`config.mk`:
```
export PLATFORM = sky130hd
export DESIGN_NAME = chroma_dc_hadamard
export DESIGN_NICKNAME = d
export VERILOG_FILES = /design/src/rtl/chroma_dc_pkg.sv /design/src/rtl/dc_collect.sv /design/src/rtl/dc_butterfly.sv /design/src/rtl/dc_emit.sv /design/src/rtl/chroma_dc_hadamard.sv
export SDC_FILE = /design/constraint.sdc
export NUM_CORES = 1
export LEC_CHECK = 0
export CAP_MARGIN = 25
export CORE_ASPECT_RATIO = 1.25
export CORE_UTILIZATION = 63
export DETAILED_ROUTE_END_ITERATION = 16
export GPL_ROUTABILITY_DRIVEN = 0
export PLACE_DENSITY = 0.82
export SLEW_MARGIN = 25
export SYNTH_ARGS = -nofsm -noshare
export SYNTH_HDL_FRONTEND = slang
export SYNTH_SLANG_ARGS = --single-unit
```
`constraint.sdc`:
```
create_clock -name clk -period 5.6 [get_ports clk]
set_clock_uncertainty 0.05 [all_clocks]
set_input_delay 0.84 -clock clk [delete_from_list [all_inputs] [get_ports clk]]
set_output_delay 0.84 -clock clk [all_outputs]
set_load 0.02 [all_outputs]
```
`src/rtl/chroma_dc_pkg.sv`:
```
package chroma_dc_pkg;

    // Number of sub-block DC values in one chroma region and extra output bits
    localparam int GROUP_LEN = 4;
    localparam int GROW_BITS = 2;

    // Collector: which raster slot the next accepted sample fills
    typedef enum logic [1:0] {
        SLOT_A = 2'd0,
        SLOT_B = 2'd1,
        SLOT_C = 2'd2,
        SLOT_D = 2'd3
    } slot_e;

    // Emitter: which coefficient is presented this cycle
    typedef enum logic [2:0] {
        EMIT_IDLE = 3'd0,
        EMIT_C0   = 3'd1,
        EMIT_C1   = 3'd2,
        EMIT_C2   = 3'd3,
        EMIT_C3   = 3'd4
    } emit_e;

    // Sign of Hadamard entry (row k, column j): negative when k&j has odd weight
    function automatic logic hadamard_neg(input int k, input int j);
        logic [1:0] m;
        m = 2'(k & j);
        return m[0] ^ m[1];
    endfunction

endpackage

```
`src/rtl/dc_collect.sv`:
```
module dc_collect
    import chroma_dc_pkg::*;
#(
    parameter int IN_W = 16
) (
    input  logic                   clk,
    input  logic                   rst_n,
    input  logic                   in_valid,
    input  logic signed [IN_W-1:0] in_data,
    output logic signed [IN_W-1:0] smp [GROUP_LEN],
    output logic                   group_done
);

    slot_e slot_q, slot_d;
    logic signed [IN_W-1:0] held_q [GROUP_LEN-1];

    // State register
    always_ff @(posedge clk) begin
        if (!rst_n) begin
            slot_q <= SLOT_A;
        end else begin
            slot_q <= slot_d;
        end
    end

    // Next-state logic: advance on each accepted sample
    always_comb begin
        slot_d = slot_q;
        unique case (slot_q)
            SLOT_A: if (in_valid) slot_d = SLOT_B;
            SLOT_B: if (in_valid) slot_d = SLOT_C;
            SLOT_C: if (in_valid) slot_d = SLOT_D;
            SLOT_D: if (in_valid) slot_d = SLOT_A;
            default: slot_d = SLOT_A;
        endcase
    end

    // Sample holding registers for the first three raster positions
    always_ff @(posedge clk) begin
        if (!rst_n) begin
            for (int i = 0; i < GROUP_LEN - 1; i++) begin
                held_q[i] <= '0;
            end
        end else if (in_valid) begin
            unique case (slot_q)
                SLOT_A:  held_q[0] <= in_data;
                SLOT_B:  held_q[1] <= in_data;
                SLOT_C:  held_q[2] <= in_data;
                SLOT_D:  ;
                default: ;
            endcase
        end
    end

    // Outputs: the last sample passes straight through for minimum latency
    always_comb begin
        for (int i = 0; i < GROUP_LEN - 1; i++) begin
            smp[i] = held_q[i];
        end
        smp[GROUP_LEN-1] = in_data;
        group_done       = in_valid && (slot_q == SLOT_D);
    end

endmodule

```
`src/rtl/dc_butterfly.sv`:
```
module dc_butterfly
    import chroma_dc_pkg::*;
#(
    parameter int IN_W        = 16,
    parameter int BFLY_DIRECT = 0,
    parameter int OUT_W       = IN_W + GROW_BITS
) (
    input  logic signed [IN_W-1:0]  smp  [GROUP_LEN],
    output logic signed [OUT_W-1:0] coef [GROUP_LEN]
);

    logic signed [OUT_W-1:0] ext [GROUP_LEN];

    // Sign-extend every sample to the output width before any addition
    for (genvar j = 0; j < GROUP_LEN; j++) begin : g_ext
        assign ext[j] = OUT_W'(smp[j]);
    end

    if (BFLY_DIRECT == 0) begin : g_two_stage
        // Two adder levels: row pairs first, then combine rows
        logic signed [OUT_W-1:0] top_sum, top_dif, bot_sum, bot_dif;
        always_comb begin
            top_sum = ext[0] + ext[1];
            top_dif = ext[0] - ext[1];
            bot_sum = ext[2] + ext[3];
            bot_dif = ext[2] - ext[3];
            coef[0] = top_sum + bot_sum;
            coef[1] = top_dif + bot_dif;
            coef[2] = top_sum - bot_sum;
            coef[3] = top_dif - bot_dif;
        end
    end else begin : g_direct
        // Signed accumulation along each Hadamard row
        for (genvar k = 0; k < GROUP_LEN; k++) begin : g_row
            always_comb begin
                logic signed [OUT_W-1:0] acc;
                acc = '0;
                for (int j = 0; j < GROUP_LEN; j++) begin
                    if (hadamard_neg(k, j)) begin
                        acc = acc - ext[j];
                    end else begin
                        acc = acc + ext[j];
                    end
                end
                coef[k] = acc;
            end
        end
    end

endmodule

```
`src/rtl/dc_emit.sv`:
```
module dc_emit
    import chroma_dc_pkg::*;
#(
    parameter int OUT_W = 18
) (
    input  logic                    clk,
    input  logic                    rst_n,
    input  logic                    load,
    input  logic signed [OUT_W-1:0] coef [GROUP_LEN],
    output logic                    out_valid,
    output logic signed [OUT_W-1:0] out_data
);

    emit_e state_q, state_d;
    logic signed [OUT_W-1:0] bank_q [GROUP_LEN];

    // State register
    always_ff @(posedge clk) begin
        if (!rst_n) begin
            state_q <= EMIT_IDLE;
        end else begin
            state_q <= state_d;
        end
    end

    // Next-state logic: a load in EMIT_C3 chains straight into the next group
    always_comb begin
        state_d = state_q;
        unique case (state_q)
            EMIT_IDLE: state_d = load ? EMIT_C0 : EMIT_IDLE;
            EMIT_C0:   state_d = EMIT_C1;
            EMIT_C1:   state_d = EMIT_C2;
            EMIT_C2:   state_d = EMIT_C3;
            EMIT_C3:   state_d = load ? EMIT_C0 : EMIT_IDLE;
            default:   state_d = EMIT_IDLE;
        endcase
    end

    // Result bank, written once per completed group
    always_ff @(posedge clk) begin
        if (!rst_n) begin
            for (int i = 0; i < GROUP_LEN; i++) begin
                bank_q[i] <= '0;
            end
        end else if (load) begin
            for (int i = 0; i < GROUP_LEN; i++) begin
                bank_q[i] <= coef[i];
            end
        end
    end

    // Output logic
    always_comb begin
        out_valid = 1'b1;
        out_data  = '0;
        unique case (state_q)
            EMIT_IDLE: out_valid = 1'b0;
            EMIT_C0:   out_data  = bank_q[0];
            EMIT_C1:   out_data  = bank_q[1];
            EMIT_C2:   out_data  = bank_q[2];
            EMIT_C3:   out_data  = bank_q[3];
            default:   out_valid = 1'b0;
        endcase
    end

endmodule

```
`src/rtl/chroma_dc_hadamard.sv`:
```
module chroma_dc_hadamard
    import chroma_dc_pkg::*;
#(
    parameter  int IN_W        = 16,
    parameter  int BFLY_DIRECT = 0,
    localparam int OUT_W       = IN_W + GROW_BITS
) (
    input  logic                    clk,
    input  logic                    rst_n,
    input  logic                    in_valid,
    input  logic signed [IN_W-1:0]  in_data,
    output logic                    out_valid,
    output logic signed [OUT_W-1:0] out_data
);

    logic signed [IN_W-1:0]  smp  [GROUP_LEN];
    logic signed [OUT_W-1:0] coef [GROUP_LEN];
    logic                    group_done;

    dc_collect #(
        .IN_W (IN_W)
    ) u_collect (
        .clk        (clk),
        .rst_n      (rst_n),
        .in_valid   (in_valid),
        .in_data    (in_data),
        .smp        (smp),
        .group_done (group_done)
    );

    dc_butterfly #(
        .IN_W        (IN_W),
        .BFLY_DIRECT (BFLY_DIRECT),
        .OUT_W       (OUT_W)
    ) u_butterfly (
        .smp  (smp),
        .coef (coef)
    );

    dc_emit #(
        .OUT_W (OUT_W)
    ) u_emit (
        .clk       (clk),
        .rst_n     (rst_n),
        .load      (group_done),
        .coef      (coef),
        .out_valid (out_valid),
        .out_data  (out_data)
    );

endmodule

```
==> impl_results.md, run 1 <==
- Status: finished clean
- Vias in the first global route: 8181
- Cts repair resizes: 0
- TritonCTS Buffers: 17
- DR pass1 iterations: 5
- Setup tns final: 0 ns
- Final Hold Viols: 0
- Design area: 0.0119 sq mm
- Ys Warns: 0
- Max-Cap Viols: 0
- Cell Area, Synth: 0.0109 sq mm
- CTS Hold Buffers Added: 0
- Synthesized instance count: 1188
- Post-synthesis register bit count: 123
- Final Cycle Share: 0.918
- Number of synthesized flops with an enable pin: 118
- Mean post-synth cell area: 9.16 sq um
- Global Route Usage Sum: 0.284
- ANT nets after route: 0
- Synth area leaders: edfxtp_1, ha_1, xnor2_1
- Post-Synth Simple-Gate Area: 0.150
- IO Count: 38
- WL/cell: 17.0 microns
- # Post-CTS Setup Buffers: 0
- Asr flop ratio synth: 0
- Hold Path Class: flip-flop to flip-flop
- Area grow syn2layout: 9.61%
- Die width: 120 microns
- Share of layout cells above drive strength 1: 0.0452
- Register area share after synthesis: 0.335
- ANT cells: 0
- Vias: 8661
- Largest net degree at the start of global routing: 71
- Crit path arrival time: 5.23 ns
- Die ar.: 0.0178 sq mm
- Routed WL: 24500 microns
- Post-route DRC: 0
- # nets final: 1367
- CP max FO: 9
- Rows: 53
- Root Buffer: clkbuf_16
- F_max: 195 MHz
- Final setup fails: 0
- Most frequent cell after synthesis: ha_1
- Placed inst area: 0.0114 sq mm
- Final Max Slew Viols: 0
- Synthesized Nets: 1352
- RSZ-0062 raised after global routing: false
- Final min period: 5.14 ns
- Main flop type after synthesis: edfxtp_1
- Clock Latency Late Sink: 0.42 ns
- Total global routing overflow: 0
- CP Capture Type: flip-flop
- Iteration-0 DRC Markers: 729
- Synth top cells by count: ha_1, nor2_1, edfxtp_1
- Vias per cell: 6.03
- Slew margin rel.: 0.429
- CTS tree: done
- Maximum clock insertion buffer count: 2
- First-pass GRT wire length: 39500 microns
- Critical path class: input port to flip-flop
- Buffers on Ports: 37
- Die Y: 149 microns
- Core Box Area: 0.0168 sq mm
- Crit start category: input port
- Synth unique cells: 69
- Main combinational cell family by area after synthesis: compound AO/OA/AOI/OAI gates
- DPL Wire Length: 19200 microns
- CP required: 5.69 ns
- Util after Layout: 0.709
- FILL cells: 1310
- Adder-Cell Fraction of Synth Area: 0.172
- Worst-Margin Slew: 0.856 ns
- Antenna violations before repair: 0
- Synth Area in XOR/XNOR: 0.0821
- H-tree Lvls: 4
- Multiplexer area fraction after synthesis: 0.000919
- Area share of the largest cell type after synthesis: 0.325
- Yosys top cell by area: edfxtp_1
- Starting Density: 0.646
- Clock slew seen by the registers of the worst setup and hold paths: 0.06 ns
- Compound-Gate Fraction of Synth Area: 0.202
- Clock sink count: 123
==> path summary, 6_finish.rpt <==
path / to / cells past startpoint / slack [ns] / startpoint
worst max register to register: u_emit.bank_q[3][16] / 16 / 1.05 / u_collect.held_q[0][32]
worst max-delay path: u_emit.bank_q[2][15] / 17 / 0.46 / in_data[1]
worst min register to register: u_collect.slot_q[1] / 2 / 0.56 / u_collect.slot_q[1]
worst min-delay path: u_collect.slot_q[1] / 2 / 0.56 / u_collect.slot_q[1]
==> per-stage QoR <==
stage	std cells	worst slack, ns	hold WS (ns)
floorplan	1188	1.17	0.485
global placement	1404	0.272	0.507
detailed placement	1404	0.146	0.558
CTS	1436	0.574	0.567
global route	1436	0.275	0.602
finish	1436	0.462	0.562
==> layout make-up <==
| type | count | area, sq um | area share |
|---|---|---|---|
| Tap cell | 220 | 275 | 0.0231 |
| Clock buffer | 21 | 450 | 0.0377 |
| Clock inverter | 11 | 76.3 | 0.00640 |
| Sequential cell | 123 | 3640 | 0.305 |
| Inverter | 114 | 428 | 0.0359 |
| Multi-Input combinational cell | 900 | 6620 | 0.554 |
| Timing Repair Buffer | 47 | 445 | 0.0373 |
==> flip-flops by register name (all words and copies together) (netlist names) <==
signal	count
u_collect.held_q	48
u_collect.slot_q	2
u_emit.bank_q	70
u_emit.state_q	3
==> cells by family (layout without fill, tap and decap cells) <==
logic type,count (synthesis),count (layout)
muxes,1,1
adders and majority gates,145,145
buffers and inverters,165,193
and+or+nand+nor,331,331
AOI/OAI and AO/OA,321,321
xor gates and xnor gates,102,102
DFF,123,123
==> worst max-delay path, stage by stage <==
cell	delay (ns)
clkdlybuf4s50_1	0.56
inv_1	0.11
fa_1	0.46
nor2_1	0.15
o311a_1	0.21
o221ai_1	0.23
o31ai_1	0.46
a21oi_1	0.13
o21a_1	0.21
xnor2_1	0.19
ha_1	0.37
or3_1	0.45
nor4_1	0.17
o21ai_0	0.16
a21oi_1	0.29
or3_1	0.15
a21oi_1	0.07
==> per-layer routing <==
layer	track usage	vias up	share of wire
met2	0.486	331	0.49
met3	0.0382	59	0.052
met4	0.126	0	0.030
li1	-	4259	-
met5	0	-	0
met1	0.359	4012	0.43
==> cell usage in the layout, fill, tap and decap left out, types with 5 or more instances in the layout <==
cell,instances
a211oi_1,7
a21o_1,14
a21oi_1,90
a221o_1,18
a22o_1,17
a31oi_1,11
and2_1,23
and3_1,6
buf_4,10
clkbuf_16,17
clkdlybuf4s50_1,37
dfxtp_1,5
edfxtp_1,118
fa_1,8
ha_1,137
inv_1,112
nand2_1,41
nand2b_1,19
nand3_1,13
nor2_1,131
nor2b_1,25
nor3_1,19
nor3b_1,6
nor4_1,8
o211ai_1,7
o21a_1,19
o21ai_0,52
o21bai_1,24
o311a_1,6
o31ai_1,13
or2_2,5
or3_1,17
xnor2_1,76
xor2_1,26
Power of run 1 is not shown: default switching activity piles up to over one toggle a cycle in this logic, so the estimate is an artifact.
==> run 2: changes to the inputs <==
==> constraint.sdc (replaced) <==
create_clock -name clk -period 4.8 [get_ports clk]
set_clock_uncertainty 0.05 [all_clocks]
set_input_delay 0.72 -clock clk [delete_from_list [all_inputs] [get_ports clk]]
set_output_delay 0.72 -clock clk [all_outputs]
set_load 0.02 [all_outputs]
==> run 2 against run 1 <==
Against the previous run: cell count is 5.3% higher; count of clock-buffer cells in the layout is 3 lower; hold slack worse by 0.037 ns; sequential cell count stayed put; utilization is 3.7 points higher; critical path depth is 1 lower; via count is 4.7% higher; largest cell class unchanged; critical path type unchanged; sequential share of layout area is 1.5 points lower.
==> impl_results.md, run 2 (synthesis gave the netlist of run 1 again) <==
- # nets final: 1443
- CP max FO: 3
- IO Count: 38
- CTS tree: done
- Start point of the worst hold path: u_collect.slot_q[1]
- Die ar.: 0.0178 sq mm
- Worst-Margin Slew: 0.790 ns
- Area of the multi-input gates: 0.00664 sq mm
- Total global routing overflow: 0
- Crit path from: in_data[1]
- Most used cell, CP: o21ai_0
- Final Hold Viols: 0
- CP max stage cell: clkdlybuf4s50_1
- Vias in the first global route: 8889
- Largest Register: u_emit.bank_q
- Util after Layout: 0.745
- R2r worst-path depth: 15
- Crit path buffers/inverters: 2
- CP Capture Type: flip-flop
- Critical path class: input port to flip-flop
- DR pass1 iterations: 5
- Iteration-0 DRC Markers: 667
- Core Box Area: 0.0168 sq mm
- Slew margin rel.: 0.472
- Final Cycle Share: 0.957
- TritonCTS Buffers: 17
- Area grow syn2layout: 15.3%
- Crit start category: input port
- CP Cell Sequence: clkdlybuf4s50_1, inv_1, ha_1, nor2b_1, o21ai_0, a21oi_1, o21ai_0, o21ai_0, a21oi_1, xnor2_1, ha_1, or3_1, or3_1, o31ai_1, xor2_1, nor2_1
- Crit path largest cell delay: 0.50 ns
- WL/cell: 16.9 microns
- Setup slack, reg-to-reg: 0.28 ns
- Clock Latency Late Sink: 0.43 ns
- Buffers on Ports: 37
- ANT cells: 0
- Final setup fails: 0
- Commonest non-fill, non-tap cell in the layout: ha_1
- Most frequent cells in the layout: ha_1, nor2_1, edfxtp_1
- Largest net degree at the start of global routing: 37
- Antenna violations before repair: 0
- Status: finished clean
- Reg area: 0.00364 sq mm
- Global Route Usage Sum: 0.297
- Maximum clock insertion buffer count: 2
- CP endpoint: u_emit.bank_q[3][16]
- FILL cells: 1221
- Clock slew seen by the registers of the worst setup and hold paths: 0.06 ns
- H-tree Lvls: 4
- DPL Wire Length: 20000 microns
- Vias: 9065
- Die width: 120 microns
- Vias per cell: 6.00
- Share of layout cells above drive strength 1: 0.106
- Hold Path Class: flip-flop to flip-flop
- Max-Cap Viols: 0
- Root Buffer: clkbuf_16
- Rows: 53
- Worst r2r src: u_collect.held_q[0][17]
- Clock sink count: 123
- Final min period: 4.59 ns
- CP required: 4.91 ns
- Top flop regs: u_emit.bank_q x70, u_collect.held_q x48, u_emit.state_q x3
- Final Max Slew Viols: 0
- ANT nets after route: 0
- Max FFs per register: 70
- Routed WL: 25600 microns
- Levels on crit path: 16
- Starting Density: 0.646
- F_max: 218 MHz
- Post-route DRC: 0
- Worst R2R End: u_emit.bank_q[3][16]
- Die Y: 149 microns
- First-pass GRT wire length: 41500 microns
- CTS Hold Buffers Added: 0
- Family with the most delay on the worst path: compound AO/OA/AOI/OAI gates
- Crit path arrival time: 4.70 ns
==> run 2: changes by cell type in the layout (fill, tap and decap cells not counted), sizes merged <==
cell      change
buf          +76
bufinv        +1
inv           +2
clkinv        +2
clkbuf        -3
clkinvlp      -2
==> run 2: how the worst min path moves through the flow <==
stage	endpoint	depth (start not counted)	slack, ns
floorplan	u_collect.slot_q[1]	2	0.48
global placement	u_collect.slot_q[1]	2	0.51
detailed placement	u_collect.slot_q[1]	2	0.52
CTS	u_collect.slot_q[1]	2	0.53
global route	u_collect.slot_q[1]	2	0.60
finish	u_collect.slot_q[1]	2	0.52
==> run 2: worst reg2reg max path, cell delays in order, from the launching register on <==
cell	delay (ns)
edfxtp_1	0.44
inv_1	0.13
ha_1	0.25
nor2b_1	0.15
o31a_1	0.28
o2111ai_1	0.36
a31oi_1	0.25
a311o_1	0.41
a21oi_1	0.19
xnor2_1	0.20
ha_1	0.29
or3_1	0.37
or3_1	0.33
o31ai_1	0.31
xor2_1	0.17
nor2_1	0.07
==> run 2: metrics by stage <==
step / setup WS, ns / setup TNS (ns) / instance area, sq um / hold WS, ns / cells
after global routing: -0.0261 / -0.0473 / 12600 / 0.596 / 1512
after global placement: -0.116 / -0.362 / 12000 / 0.505 / 1479
final: 0.208 / 0 / 12600 / 0.524 / 1512
after detailed placement: -0.250 / -1.56 / 12000 / 0.515 / 1479
after CTS: 0.164 / 0 / 12500 / 0.525 / 1511
after floorplan: 0.493 / 0 / 10900 / 0.485 / 1188
==> run 2: area by class of cell <==
type                       count  area share
tap                          220      0.0219
clock buffer                  18      0.0342
inverter                     114      0.0341
multi-input combinational    900       0.529
sequential                   123       0.290
timing repair buffer         123      0.0809
clock inverter                14     0.00967
==> run 2: what timing repair did <==
item / in CTS / in global routing
buffers inserted: 0 / 1
resized for setup: 0 / 6
endpoints found under the setup margin: 0 / 10
==> run 2: layer usage <==
| layer | part of all wire | global-route usage | vias to the layer above | wire length [microns] |
|---|---|---|---|---|
| li1 | - | - | 4414 | - |
| met1 | 0.42 | 0.361 | 4238 | 10700 |
| met2 | 0.49 | 0.510 | 331 | 12600 |
| met3 | 0.051 | 0.0386 | 82 | 1300 |
| met4 | 0.041 | 0.161 | 0 | 1060 |
| met5 | 0 | 0 | - | 0 |
Power of run 2 is left out for the same reason.
